[src/rtl/adc_seq_pkg.sv]
package adc_seq_pkg;
  typedef enum logic [1:0] {
    ST_IDLE   = 2'd0,
    ST_SAMPLE = 2'd1,
    ST_CONV   = 2'd2
  } seq_state_t;

  localparam int CONV_TICKS = 13;
  localparam int WIN_BASE   = 4;

  typedef struct packed {
    logic       pulse_mode;
    logic [2:0] sample_sel;
    logic [1:0] clk_sel;
    logic [2:0] div;
  } seq_cfg_t;
endpackage

[src/rtl/adc_tick_gen.sv]
module adc_tick_gen #(
  parameter int NSRC = 4,
  parameter int SELW = 2,
  parameter int DIVW = 3
) (
  input  logic            clk,
  input  logic            rst,
  input  logic [NSRC-1:0] src_tick,
  input  logic [SELW-1:0] sel,
  input  logic [DIVW-1:0] div,
  output logic            tick
);
  logic [DIVW-1:0] dcnt;
  logic            src;

  assign src = src_tick[sel];

  always_ff @(posedge clk) begin
    if (rst) begin
      dcnt <= '0;
      tick <= 1'b0;
    end else begin
      tick <= 1'b0;
      if (src) begin
        if (dcnt >= div) begin
          dcnt <= '0;
          tick <= 1'b1;
        end else begin
          dcnt <= dcnt + 1'b1;
        end
      end
    end
  end
endmodule

[src/rtl/adc_trig_sync.sv]
module adc_trig_sync #(
  parameter int STAGES = 2
) (
  input  logic clk,
  input  logic rst,
  input  logic tick,
  input  logic trig,
  output logic level,
  output logic rise
);
  logic [STAGES-1:0] chain;
  logic              prev;

  always_ff @(posedge clk) begin
    if (rst) begin
      chain[0] <= 1'b0;
    end else if (tick) begin
      chain[0] <= trig;
    end
  end

  for (genvar i = 1; i < STAGES; i++) begin : g_stage
    always_ff @(posedge clk) begin
      if (rst) begin
        chain[i] <= 1'b0;
      end else if (tick) begin
        chain[i] <= chain[i-1];
      end
    end
  end

  always_ff @(posedge clk) begin
    if (rst) begin
      prev <= 1'b0;
    end else if (tick) begin
      prev <= chain[STAGES-1];
    end
  end

  assign level = chain[STAGES-1];
  assign rise  = chain[STAGES-1] & ~prev;
endmodule

[src/rtl/adc_scale.sv]
module adc_scale #(
  parameter int W = 12
) (
  input  logic [W-1:0] smp,
  input  logic [W-1:0] lo,
  input  logic [W-1:0] hi,
  output logic [W-1:0] code
);
  localparam logic [W-1:0] FULL = {W{1'b1}};

  logic [2*W-1:0] num;
  logic [2*W-1:0] den;
  logic [2*W-1:0] quo;

  always_comb begin
    num = {{W{1'b0}}, smp - lo} * {{W{1'b0}}, FULL};
    den = {{W{1'b0}}, hi - lo};
    quo = (den == '0) ? '0 : num / den;
    if (smp >= hi) begin
      code = FULL;
    end else if (smp <= lo) begin
      code = '0;
    end else begin
      code = quo[W-1:0];
    end
  end
endmodule

[src/rtl/adc_seq_fsm.sv]
module adc_seq_fsm
  import adc_seq_pkg::*;
#(
  parameter int W    = 12,
  parameter int SSW  = 3
) (
  input  logic           clk,
  input  logic           rst,
  input  logic           tick,
  input  logic           power_on,
  input  logic           conv_en,
  input  logic           pulse_mode,
  input  logic [SSW-1:0] sample_sel,
  input  logic           trig_level,
  input  logic           trig_rise,
  input  logic [W-1:0]   sample_in,
  input  logic [W-1:0]   scaled,
  output logic [W-1:0]   held,
  output logic           sample_win,
  output logic           busy,
  output logic           done,
  output logic [W-1:0]   result
);
  localparam int WIN_MAX = WIN_BASE << ((1 << SSW) - 1);
  localparam int CW      = $clog2(WIN_MAX);
  localparam int KW      = $clog2(CONV_TICKS);

  seq_state_t    state;
  logic [CW-1:0] wcnt;
  logic [KW-1:0] ccnt;
  logic [CW:0]   win_len;
  logic          close_win;

  assign win_len   = (CW+1)'(WIN_BASE) << sample_sel;
  assign close_win = pulse_mode ? (wcnt == '0) : ~trig_level;

  always_ff @(posedge clk) begin
    if (rst) begin
      state      <= ST_IDLE;
      wcnt       <= '0;
      ccnt       <= '0;
      held       <= '0;
      sample_win <= 1'b0;
      busy       <= 1'b0;
      done       <= 1'b0;
      result     <= '0;
    end else begin
      done <= 1'b0;
      if (!power_on) begin
        state      <= ST_IDLE;
        sample_win <= 1'b0;
        busy       <= 1'b0;
      end else if (tick) begin
        case (state)
          ST_IDLE: begin
            if (conv_en && trig_rise) begin
              state      <= ST_SAMPLE;
              sample_win <= 1'b1;
              busy       <= 1'b1;
              wcnt       <= CW'(win_len - 1'b1);
            end
          end
          ST_SAMPLE: begin
            if (close_win) begin
              state      <= ST_CONV;
              sample_win <= 1'b0;
              held       <= sample_in;
              ccnt       <= '0;
            end else if (pulse_mode) begin
              wcnt <= wcnt - 1'b1;
            end
          end
          ST_CONV: begin
            if (ccnt == KW'(CONV_TICKS - 1)) begin
              state  <= ST_IDLE;
              busy   <= 1'b0;
              done   <= 1'b1;
              result <= scaled;
            end else begin
              ccnt <= ccnt + 1'b1;
            end
          end
          default: state <= ST_IDLE;
        endcase
      end
    end
  end
endmodule

[src/rtl/adc_conv_seq.sv]
module adc_conv_seq
  import adc_seq_pkg::*;
#(
  parameter int W    = 12,
  parameter int NSRC = 4,
  parameter int SYNC = 2
) (
  input  logic             clk,
  input  logic             rst,
  input  logic [NSRC-1:0]  src_tick,
  input  logic             power_on,
  input  logic             conv_en,
  input  logic             cfg_wr,
  input  logic             cfg_pulse_mode,
  input  logic [2:0]       cfg_sample_sel,
  input  logic [1:0]       cfg_clk_sel,
  input  logic [2:0]       cfg_div,
  input  logic             trig,
  input  logic [W-1:0]     sample_in,
  input  logic [W-1:0]     lim_lo,
  input  logic [W-1:0]     lim_hi,
  output logic             sample_win,
  output logic             busy,
  output logic             done,
  output logic [W-1:0]     result
);
  seq_cfg_t     cfg;
  logic         tick;
  logic         trig_level;
  logic         trig_rise;
  logic [W-1:0] held;
  logic [W-1:0] scaled;

  always_ff @(posedge clk) begin
    if (rst) begin
      cfg <= '{pulse_mode: 1'b1, sample_sel: 3'd0, clk_sel: 2'd0, div: 3'd0};
    end else if (cfg_wr && !conv_en) begin
      cfg <= '{pulse_mode: cfg_pulse_mode, sample_sel: cfg_sample_sel,
               clk_sel: cfg_clk_sel, div: cfg_div};
    end
  end

  adc_tick_gen #(.NSRC(NSRC), .SELW(2), .DIVW(3)) u_tick (
    .clk(clk), .rst(rst), .src_tick(src_tick),
    .sel(cfg.clk_sel), .div(cfg.div), .tick(tick)
  );

  adc_trig_sync #(.STAGES(SYNC)) u_sync (
    .clk(clk), .rst(rst), .tick(tick), .trig(trig),
    .level(trig_level), .rise(trig_rise)
  );

  adc_scale #(.W(W)) u_scale (
    .smp(held), .lo(lim_lo), .hi(lim_hi), .code(scaled)
  );

  adc_seq_fsm #(.W(W), .SSW(3)) u_fsm (
    .clk(clk), .rst(rst), .tick(tick), .power_on(power_on),
    .conv_en(conv_en), .pulse_mode(cfg.pulse_mode),
    .sample_sel(cfg.sample_sel), .trig_level(trig_level),
    .trig_rise(trig_rise), .sample_in(sample_in), .scaled(scaled),
    .held(held), .sample_win(sample_win), .busy(busy), .done(done),
    .result(result)
  );
endmodule

[config.mk]
export PLATFORM = sky130hd
export DESIGN_NAME = adc_conv_seq
export DESIGN_NICKNAME = d
export VERILOG_FILES = /design/src/rtl/adc_seq_pkg.sv /design/src/rtl/adc_tick_gen.sv /design/src/rtl/adc_trig_sync.sv /design/src/rtl/adc_scale.sv /design/src/rtl/adc_seq_fsm.sv /design/src/rtl/adc_conv_seq.sv
export SDC_FILE = /design/constraint.sdc
export NUM_CORES = 1
export LEC_CHECK = 0
export BUFFER_PORTS_ARGS = -buffer_cell sky130_fd_sc_hd__buf_4
export CORE_UTILIZATION = 52
export CTS_BUF_LIST = sky130_fd_sc_hd__clkbuf_2
export CTS_CLUSTER_DIAMETER = 120
export DETAILED_ROUTE_END_ITERATION = 6
export HOLD_SLACK_MARGIN = 0.06
export PLACE_DENSITY = 0.8
export SLEW_MARGIN = 0
export SYNTH_ARGS = -nofsm -noshare
export SYNTH_HDL_FRONTEND = slang
export SYNTH_SLANG_ARGS = --single-unit
[constraint.sdc]
create_clock -name clk -period 80.4 [get_ports clk]
set_clock_uncertainty 0.05 [all_clocks]
set_input_delay 0 -clock clk [delete_from_list [all_inputs] [get_ports clk]]
set_output_delay 0 -clock clk [all_outputs]
set_load 0.03 [all_outputs]
======== Yosys cells after proc, flatten, opt, wreduce, memory -nomap -nowiden ========
Cells that the tools add are included.
word-level totals
  flip-flop bits (word level) ............. 58
  bits in latches ......................... 0
  RAM bits ................................ 0
  memories kept ........................... 0
  memory bits (read-only) ................. 0
  output and inout bits ................... 15
cells by class
  shifts and indexed selects .............. 1
  multipliers ............................. 1
  $add $sub $neg .......................... 6
  multiplexer cells ....................... 25
  divide/modulo/power cells ............... 1
  reductions and logical operators ........ 19
  bitwise operators ....................... 7
  equal/unequal tests ..................... 9
  $lt $le $gt $ge ......................... 4
operators with widths
  operator                                             number
  two-way mux 12 bit                                   3
  two-way mux 9 bit                                    3
  divider 24 x 12 -> 24 bit                            1
  multiplier 12 x 12 -> 24 bit, second input constant  1
  subtractor 12 bit                                    2
  AND reduction 4 bit                                  5
  case mux 9 bit (2 select lines)                      1
  subtractor 9 x 1 -> 9 bit, second input constant     2
  greater-or-equal comparator 12 bit                   1
  less-or-equal comparator 12 bit                      1
  zero test 12 bit                                     1
  zero test 9 bit                                      1
  left shift 3 x 3 -> 9 bit, first input constant      1
  two-way mux 4 bit                                    2
  case mux 4 bit (2 select lines)                      1
  two-way mux 1 bit                                    7
  two-way mux 2 bit                                    3
  != test 2 x 1 -> 1 bit, second input constant        3
  != test 2 bit, second input constant                 3
  NOT 1 bit                                            6
  case mux 2 bit (3 select lines)                      1
  AND reduction 6 bit                                  1
  nonzero test 2 bit                                   3
  AND reduction 5 bit                                  1
  other kinds (16)                                     19

======== Logic depth before layout (Yosys ltp) ========
Gate-level depths: netlist of run 1.
  word-level depth ........................ 6
  gate-level depth with buffers ........... 343

======== Modules after synthesis ========
Synthesis of run 1 repeated with hierarchy kept, for this count alone.
unflattened totals
  cells, all modules ...................... 2758
  area, all modules ....................... 20882.5 um2
modules (own cells, without submodules)
  module         area each (um2)  instances  cells an instance  seq. area each (um2)
  adc_scale      18096.1          1          2452               0.0
  adc_seq_fsm    2028.2           1          230                840.8
  adc_conv_seq   395.4            1          39                 180.2
  adc_tick_gen   255.2            1          27                 80.1
  adc_trig_sync  107.6            1          10                 60.1

======== Worst setup path before layout of run 1 ========
Ideal clock, no wire load.
  kind .................................... reg2reg
  start ................................... reg u_fsm.held[1]
  end ..................................... reg u_fsm.result[0]
  stages on the path, launching flop included .. 327
  data arrival time ....................... 62735 ps
  required time ........................... 80224 ps
  setup slack ............................. 17489 ps
  clock period less this slack ............ 62911 ps
  cells stage by stage .................... dfxtp_1 ha_1 nor2b_1 o21ai_0 nand2b_1 a21o_1 a21o_1 a21o_1 a21o_1 a21o_1 a21o_1 a21o_1 a21o_1 xor2_1 ha_1 inv_1 fa_1 inv_1 [... 291 more ...] a21oi_1 nor2b_1 o21ai_0 nand2b_1 a21oi_1 nor2b_1 o21ai_0 nand2b_1 a21oi_1 nor2b_1 o21ai_0 nand2b_1 a211oi_1 nand2_1 a2111oi_0 o31ai_1 a2111oi_2 a21oi_1
on the way
  cells in the longest elaborated chain, start to end .. 6
  elaborated cells on any way between the ends .. 8
  classes of those cells .................. add/sub: 1; mul: 1; div: 1; order compare: 2; mux: 3
ends and longest elaborated chain
  element                       RTL line           RTL
  from (decl)                   adc_seq_fsm.sv:18  output logic [W-1:0] held,
  from (signal assigned)        adc_seq_fsm.sv:67  held <= sample_in;
  subtractor 12 bit             adc_scale.sv:16    num = {{W{1'b0}}, smp - lo} * {{W{1'b0}}, FULL};
  multiplier 12 x 12 -> 24 bit  adc_scale.sv:16
  divider 24 x 12 -> 24 bit     adc_scale.sv:18    quo = (den == '0) ? '0 : num / den;
  two-way mux 12 bit            adc_scale.sv:18
  two-way mux 12 bit            adc_scale.sv:21    end else if (smp <= lo) begin
  two-way mux 12 bit *          adc_scale.sv:19    if (smp >= hi) begin
  to (signal assigned)          adc_seq_fsm.sv:78  result <= scaled;
  to (decl)                     adc_seq_fsm.sv:22  output logic [W-1:0] result
Every way passes the cells marked *; elsewhere a longest branch is shown, timed or not.
A chain may end at the register's enable or synchronous reset.

======== Worst setup path after layout of run 1 ========
Ends and elaborated chain as after synthesis.

==> results of run 1 <==
cells in the final DEF (no fill, tap or decap), types with 45 or more instances in the layout:
cell type	Yosys	final
ha_1	332	332
nor2_1	259	259
a21oi_1	195	195
inv_1	178	178
nand2_1	176	176
nor3_1	141	141
o21a_1	117	117
o21ai_0	98	98
xnor2_1	86	85
buf_4	2	85
xor2_1	74	74
a21o_1	67	67
dlygate4sd3_1	0	59
dfxtp_1	58	58
fa_1	57	57
mux2_2	49	49
o31ai_1	45	45
kinds of logic after synthesis:
group                      count (synthesis)  synth area share [%]
AOI/OAI and AO/OA                        785                  28.4
xor gates and xnor gates                 161                  7.15
adders and majority gates                391                  26.8
buffers and inverters                    243                  4.78
DFF                                       58                  5.85
muxes                                     88                  5.02
and+or+nand+nor                          874                  22.0
final cells by class:
cell class | instances | area share, %
sequential | 58 | 5.38
tap | 511 | 2.96
inverter | 179 | 3.11
clock buffer | 9 | 0.209
antenna | 2 | 0.0232
multi-input combinational | 2299 | 82.2
clock inverter | 7 | 0.435
timing repair buffer | 144 | 5.69
through the flow:
step           cells  util [%]  hold WS, ns  instance area, sq um
2_1_floorplan   2600         -       0.0743                 19800
3_3_place_gp    3132      55.5        0.173                 20800
3_5_place_dp    3132      55.5        0.167                 20800
4_1_cts         3207      57.4       0.0658                 21600
5_1_grt         3208      57.4        0.128                 21600
6_report        3209      57.4        0.107                 21600
path summary, 6_finish.rpt:
path                     endpoint
hold / removal     u_tick.dcnt[1]
setup reg to reg  u_fsm.result[0]
setup / recovery  u_fsm.result[0]
hold reg to reg   u_fsm.result[9]
sequential cells by signal, summed over array words and instances, names as in the netlist:
signal	flops
u_fsm.state	2
u_fsm.ccnt	4
u_sync.level	1
u_sync.prev	1
cfg	9
u_tick.dcnt	3
u_fsm.wcnt	9
u_fsm.done	1
u_fsm.sample_win	1
u_fsm.held	12
u_fsm.busy	1
u_tick.tick	1
u_sync.chain	1
u_fsm.result	12
layer usage:
layer  track usage [%]  share of wire [%]  wire, microns  up-vias
met2              51.0                 48          27400      713
met4              14.7                4.9           2820        2
li1                  -                  -              -     9783
met1              35.3                 42          24100     9676
met3              3.12                5.2           3010      226
met5                 0              0.031             18        -
timing repair:
action,4_1_cts,5_1_grt
hold buffers,59,0
resized for setup,0,0
buffers inserted,0,0
endpoints found under the hold margin,56,0
worst min-delay path, stage by stage:
cell	delay [ns]
buf_4	0.08
mux4_2	0.26
o21ai_0	0.11
nand2b_1	0.14
nor2_1	0.07
==> impl.org, run 1 <==
** Place
- At the end of routability-driven placement, the weighted congestion stood at 0.975.
- DP Worst Slack :: 8.84 ns
- The count of buffers added on input and output ports is 69.
- HPWL after detailed placement :: 44600 microns

** Yosys
- In this run, synthesis produced a sequential element count of 58.
- Number of cells produced by synthesis :: 2600
- During synthesis, Yosys emitted a total of 0 warnings.
- The biggest area contributor in the post-synthesis netlist is ha_1.
- Among all flip-flop cells after synthesis, the most frequent one is dfxtp_1.
- After synthesis, the netlist uses 130 different library cells.
- After synthesis, the mean cell area works out to 7.63 sq um.
- Yosys instantiated no cell more often than ha_1.
- Number of flops mapped to enable cells by yosys :: 0
- Counting every net in the synthesized netlist gives 3044.
- Post-Syn Area :: 19800 sq um
- Proportion of register bits with asynchronous set or reset after synthesis :: 0%
- In this run the biggest area consumer among cell types represents 20.9% of the synthesized area.
- By area the synthesized netlist is led by ha_1 (21%), dfxtp_1 (5.9%), fa_1 (5.8%), a21oi_1 (4.9%), nor2_1 (4.9%).
- Ranked by instance count, the synthesized netlist is headed by ha_1 (332), nor2_1 (259), a21oi_1 (195).
- Sequential-to-total area share from yosys stat :: 5.85%

** STA
- Dividing the final minimum period by the clock period gives 91.5%.
- Static timing analysis puts the maximum clock frequency at 0.0136 GHz.
- The number of max-slew violations in the final report was 0.
- The worst pin sits at a relative slew slack of 29.9%.
- Final worst-path setup slack :: 6.86 ns
- After layout, the minimum clock period comes to 73.54 ns.
- At the pin with the least slew margin, the transition time is 1.05 ns.
- Setup violations remaining at the end of the flow were counted as 0.
- Setup repair after global routing left no endpoint under its margin.
- Fin. Hold Viols :: 0
- In the final timing run, aggregate negative setup slack is 0 ns.

** Critical path
- Worst Reg-to-Reg Cells :: 309
- In this run the worst setup path begins at u_fsm.held[1].
- Of all nets on the critical path, the largest fanout is 24.
- Category of the worst setup path launch point :: flop
- Worst flop-to-flop path startpoint :: u_fsm.held[1]
- Cell type with the highest occurrence count on the critical path :: o21a_1
- Broken down by cell family, the worst path's largest delay share belongs to compound AO/OA/AOI/OAI gates.
- The worst setup path is captured at a flop.
- Counting both buffers and inverters, the worst setup path holds a total of 10.
- Register-to-Register Setup Slack :: 6.86 ns
- Critical path class :: flop to flop
- Path length in cells of the critical path :: 309
- WP data required :: 80.77 ns
- On the worst path, the slowest cell contributes a delay of 0.81 ns.
- Arrival @ worst endpoint :: 73.90 ns
- Slowest-stage cell, CP :: a21oi_1

** Clock tree
- Count of H-tree levels built during CTS :: 3
- Clock tree from TritonCTS :: built
- # clock sinks :: 58
- The tree is rooted in a clkbuf_2.
- Source-to-sink clock delay at the later pin of the worst-skew pair :: 0.53 ns
- Counting the buffers created by CTS gives 9.
- Deepest clock path buffer count :: 2
- Reg clk slew, reported paths :: 0.19 ns

** Finish
- The area growth from synthesis to layout is 8.82%.
- After filler insertion, the fill cell instance count of the layout stands at 3342.
- At the end of the flow, the number of nets in the layout was 3135.
- In the final layout, the share of cells above drive strength 1 is 9.64%.
- Storage element area :: 1160 sq um
- Area used by multi-input combinational logic :: 17700 sq um

** Drt
- The count of nets left with antenna violations once routing finished came out at 0.
- Count of routing violations after the opening detailed-route iteration :: 1381
- Final wirelength :: 57300 microns
- DR vias :: 20400
- Dividing the detail-routed wire length by the instance count gives 17.9 microns.
- Number of remaining DRC errors :: 0
- DR pass1 iterations :: 6
- Post-DR vias/cell :: 6.36

** Run
- MaxCap Viol Count :: 0

** Floorplanning
- Measured along the y axis, the die boundary spans 197 microns.
- Die ar. :: 38900 sq um
- Core Area :: 37600 sq um
- The initialized floorplan defines 71 standard-cell rows.
- In this run the horizontal extent of the chip is 197 microns.
- Starting Density :: 52.8%
- Pin placement for this block handled 70 I/O pins.

** Global route
- Number of global-route vias before repair :: 20100
- Entering global routing, the biggest net connects 54 pins.
- Combined global-route utilization of all metal layers :: 29.2%
- The first global-routing pass estimated 94800 microns of wire.
- The number of antenna violations at the first check in global routing was 2.
- For this run the aggregate overflow at the end of global routing stands at 0.

** Min path
- The worst hold path belongs to the class input pin to flop.
- The worst hold path begins at src_tick[0].
- Worst Hold Depth :: 5

** Status
- The flow ran to the end, and the final reports show no timing, DRC or antenna violations.
Power of run 1 is left out: the tool's default activity adds up to more than one toggle a clock period on the data nets, which glitch-free logic cannot reach.
==> run 2: changes to the inputs <==
Settings changed: CTS_BUF_LIST sky130_fd_sc_hd__clkbuf_2 to not set, PLACE_DENSITY 0.8 to 0.78.
==> run 2 against run 1 <==
The run now ends with DRC left. Die area unchanged. Register-to-register slack better by 0.48 ns. Setup slack better by 0.48 ns. Worst hold slack worse by 0.011 ns. Critical endpoint unchanged. Largest cell class unchanged.
==> impl.org, run 2 (same netlist as run 1, synthesis figures left out) <==
** Critical path
- The endpoint identified for the worst register-to-register timing path is u_fsm.result[0].
- Nature of the critical path endpoint :: flop
- The slowest stage of the critical path belongs to the cell a2111oi_0.
- CP max stage delay :: 0.83 ns
- Among the stages of the critical path, the cell type that occurs most often is o21a_1.
- Total buffers and inverters traversed by the critical path :: 11
- Crit Path Max Fanout :: 24
- Critical path class :: flop to flop
- For the worst setup path, the data arrival time is 73.21 ns.
- The worst register-to-register path has a setup slack of 7.34 ns.
- In this design, the largest share of critical-path delay is due to compound AO/OA/AOI/OAI gates.
- Measured in cells, the most critical reg-to-reg path has a length of 310.
- The startpoint identified for the worst register-to-register timing path is u_fsm.held[1].
- Category of the worst setup path launch point :: flop
- Data on the critical path is required at its endpoint by 80.56 ns.

** STA
- Fin. Hold Viols :: 0
- For this run, the top clock speed supported by timing is 0.0137 GHz.
- At the pin with the least slew margin, the transition time is 1.09 ns.
- Unrepaired setup endpoints after global routing :: false
- Final sum of negative setup slack :: 0 ns
- Setup violations remaining at the end of the flow were counted as 0.
- The number of max-slew violations in the final report was 0.
- The smallest clock period supported by the final layout is computed as 73.06 ns.
- Worst slew margin relative to its limit :: 26.8%
- Final critical-path share of the clock period :: 90.9%
- Final worst-path setup slack :: 7.34 ns

** Place
- Including well taps, the total number of placed cells is 3132.
- Routability cong. :: 0.934
- Buffers added on ports :: 69
- Timing analysis after detailed placement gives a worst setup slack of 8.87 ns.
- HPWL after detailed placement :: 44000 microns

** Finish
- The largest registers in the layout are u_fsm.held: 12 flops, u_fsm.result: 12 flops.
- Non-filler cells, final :: 3180
- The top cell types in the final layout, fill and taps aside, are ha_1 (332), nor2_1 (259), a21oi_1 (195).
- Most frequent standard cell in the layout excluding fill and tap cells :: ha_1
- Fin nets :: 3108
- The post-route netlist has 9.74% of its cells at a drive strength greater than 1.
- Count of filler cells inserted in the layout :: 3413
- 0 antenna diodes ended up in the layout.
- From synthesis to final layout, the design area changed by 8.22%.

** Floorplanning
- Die ar. :: 38900 sq um
- In this run the count of I/O pins placed on the die edge is 70.
- Die Span X :: 197 microns
- For this configuration, the core starts out at a cell density of 52.8%.
- Y dimension of the die :: 197 microns
- The total area inside the core boundary comes to 37600 sq um.
- The floorplan has 71 rows.

** Drt
- DR vias :: 19800
- Routed len/inst :: 17.1 microns
- DR pass1 iterations :: 7
- Final wirelength :: 54500 microns
- After the first detailed-routing iteration, the DRC count stood at 1258.
- Post-DR vias/cell :: 6.23
- Number of remaining DRC errors :: 7
- Final ANT Viol Nets :: 0

** Global route
- The number of antenna violations at the first check in global routing came to 0.
- Wire length of the first global-routing pass :: 90000 microns
- Combined global-route utilization of all metal layers :: 27.6%
- Entering global routing, the biggest net connects 54 pins.
- Number of global-route vias before repair :: 19000
- Overflow left after global routing :: 0

** Clock tree
- The clock passes through at most 2 buffers.
- The root buffer cell chosen for the clock tree is clkbuf_16.
- Clock tree from TritonCTS :: built
- Clock latency on the worst-skew pair, taken at its later pin, is 0.33 ns.
- TritonCTS buffer count :: 9
- The clock net in this run drives a total of 58 sinks.
- Count of H-tree levels built during CTS :: 3
- Clock-pin slew was measured on the worst setup and hold paths at 0.05 ns.

** Min path
- Hold worst-path end :: u_fsm.wcnt[6]
- The worst hold path belongs to the class input pin to flop.
- Worst Hold Depth :: 2
- In this run the most critical hold path is launched from rst.

** Run
- MaxCap Viol Count :: 0

** Status
- The run finished, with violations left.
- The final reports fail on DRC.
run 2: cell count changes in the layout (fill, tap and decap cells not counted), moves of 2 or more:
cell,before,now
clkinvlp_4,1,3
diode_2,2,0
clkbuf_16,0,9
clkbuf_2,9,0
clkinv_4,2,0
dlygate4sd3_1,59,32
run 2: worst max path at each step:
stage             startpoint  slack (ns)         endpoint  cells after the start
2_1_floorplan  u_fsm.held[1]       17.49  u_fsm.result[0]                    326
3_3_place_gp   u_fsm.held[1]       11.23  u_fsm.result[0]                    310
3_5_place_dp   u_fsm.held[1]        8.87  u_fsm.result[0]                    310
4_1_cts        u_fsm.held[1]        8.31  u_fsm.result[0]                    310
5_1_grt        u_fsm.held[1]        2.00  u_fsm.result[0]                    312
6_report       u_fsm.held[1]        7.34  u_fsm.result[0]                    310
run 2: layout make-up:
cell class	instances	area, sq um	share of cell area (%)
Multi-Input combinational cell	2299	17700	82.6
Sequential cell	58	1160	5.41
Timing Repair Buffer	117	958	4.47
Inverter	179	672	3.13
Tap cell	511	639	2.98
Clock buffer	10	229	1.07
Clock inverter	6	66.3	0.309
run 2: timing repair:
action / CTS / global route
hold buffers: 32 / 0
setup buffers: 0 / 0
gates resized for setup: 0 / 0
hold endpoints to repair: 26 / 0
run 2: routing by layer:
layer,up-vias,GRT usage [%],wire length (microns)
met5,-,0,0
met4,0,8.84,1720
met3,137,2.77,2310
met2,547,49.0,26300
met1,9388,34.7,24100
li1,9730,-,-
run 2: through the flow:
step	utilization, %	hold WS [ns]	cell area [sq um]
3_5_place_dp	55.5	0.169	20800
2_1_floorplan	-	0.0743	19800
5_1_grt	57.1	0.119	21500
4_1_cts	57.1	0.0804	21500
3_3_place_gp	55.5	0.159	20800
6_report	57.1	0.0966	21500
Power of run 2 is left out for the same reason.
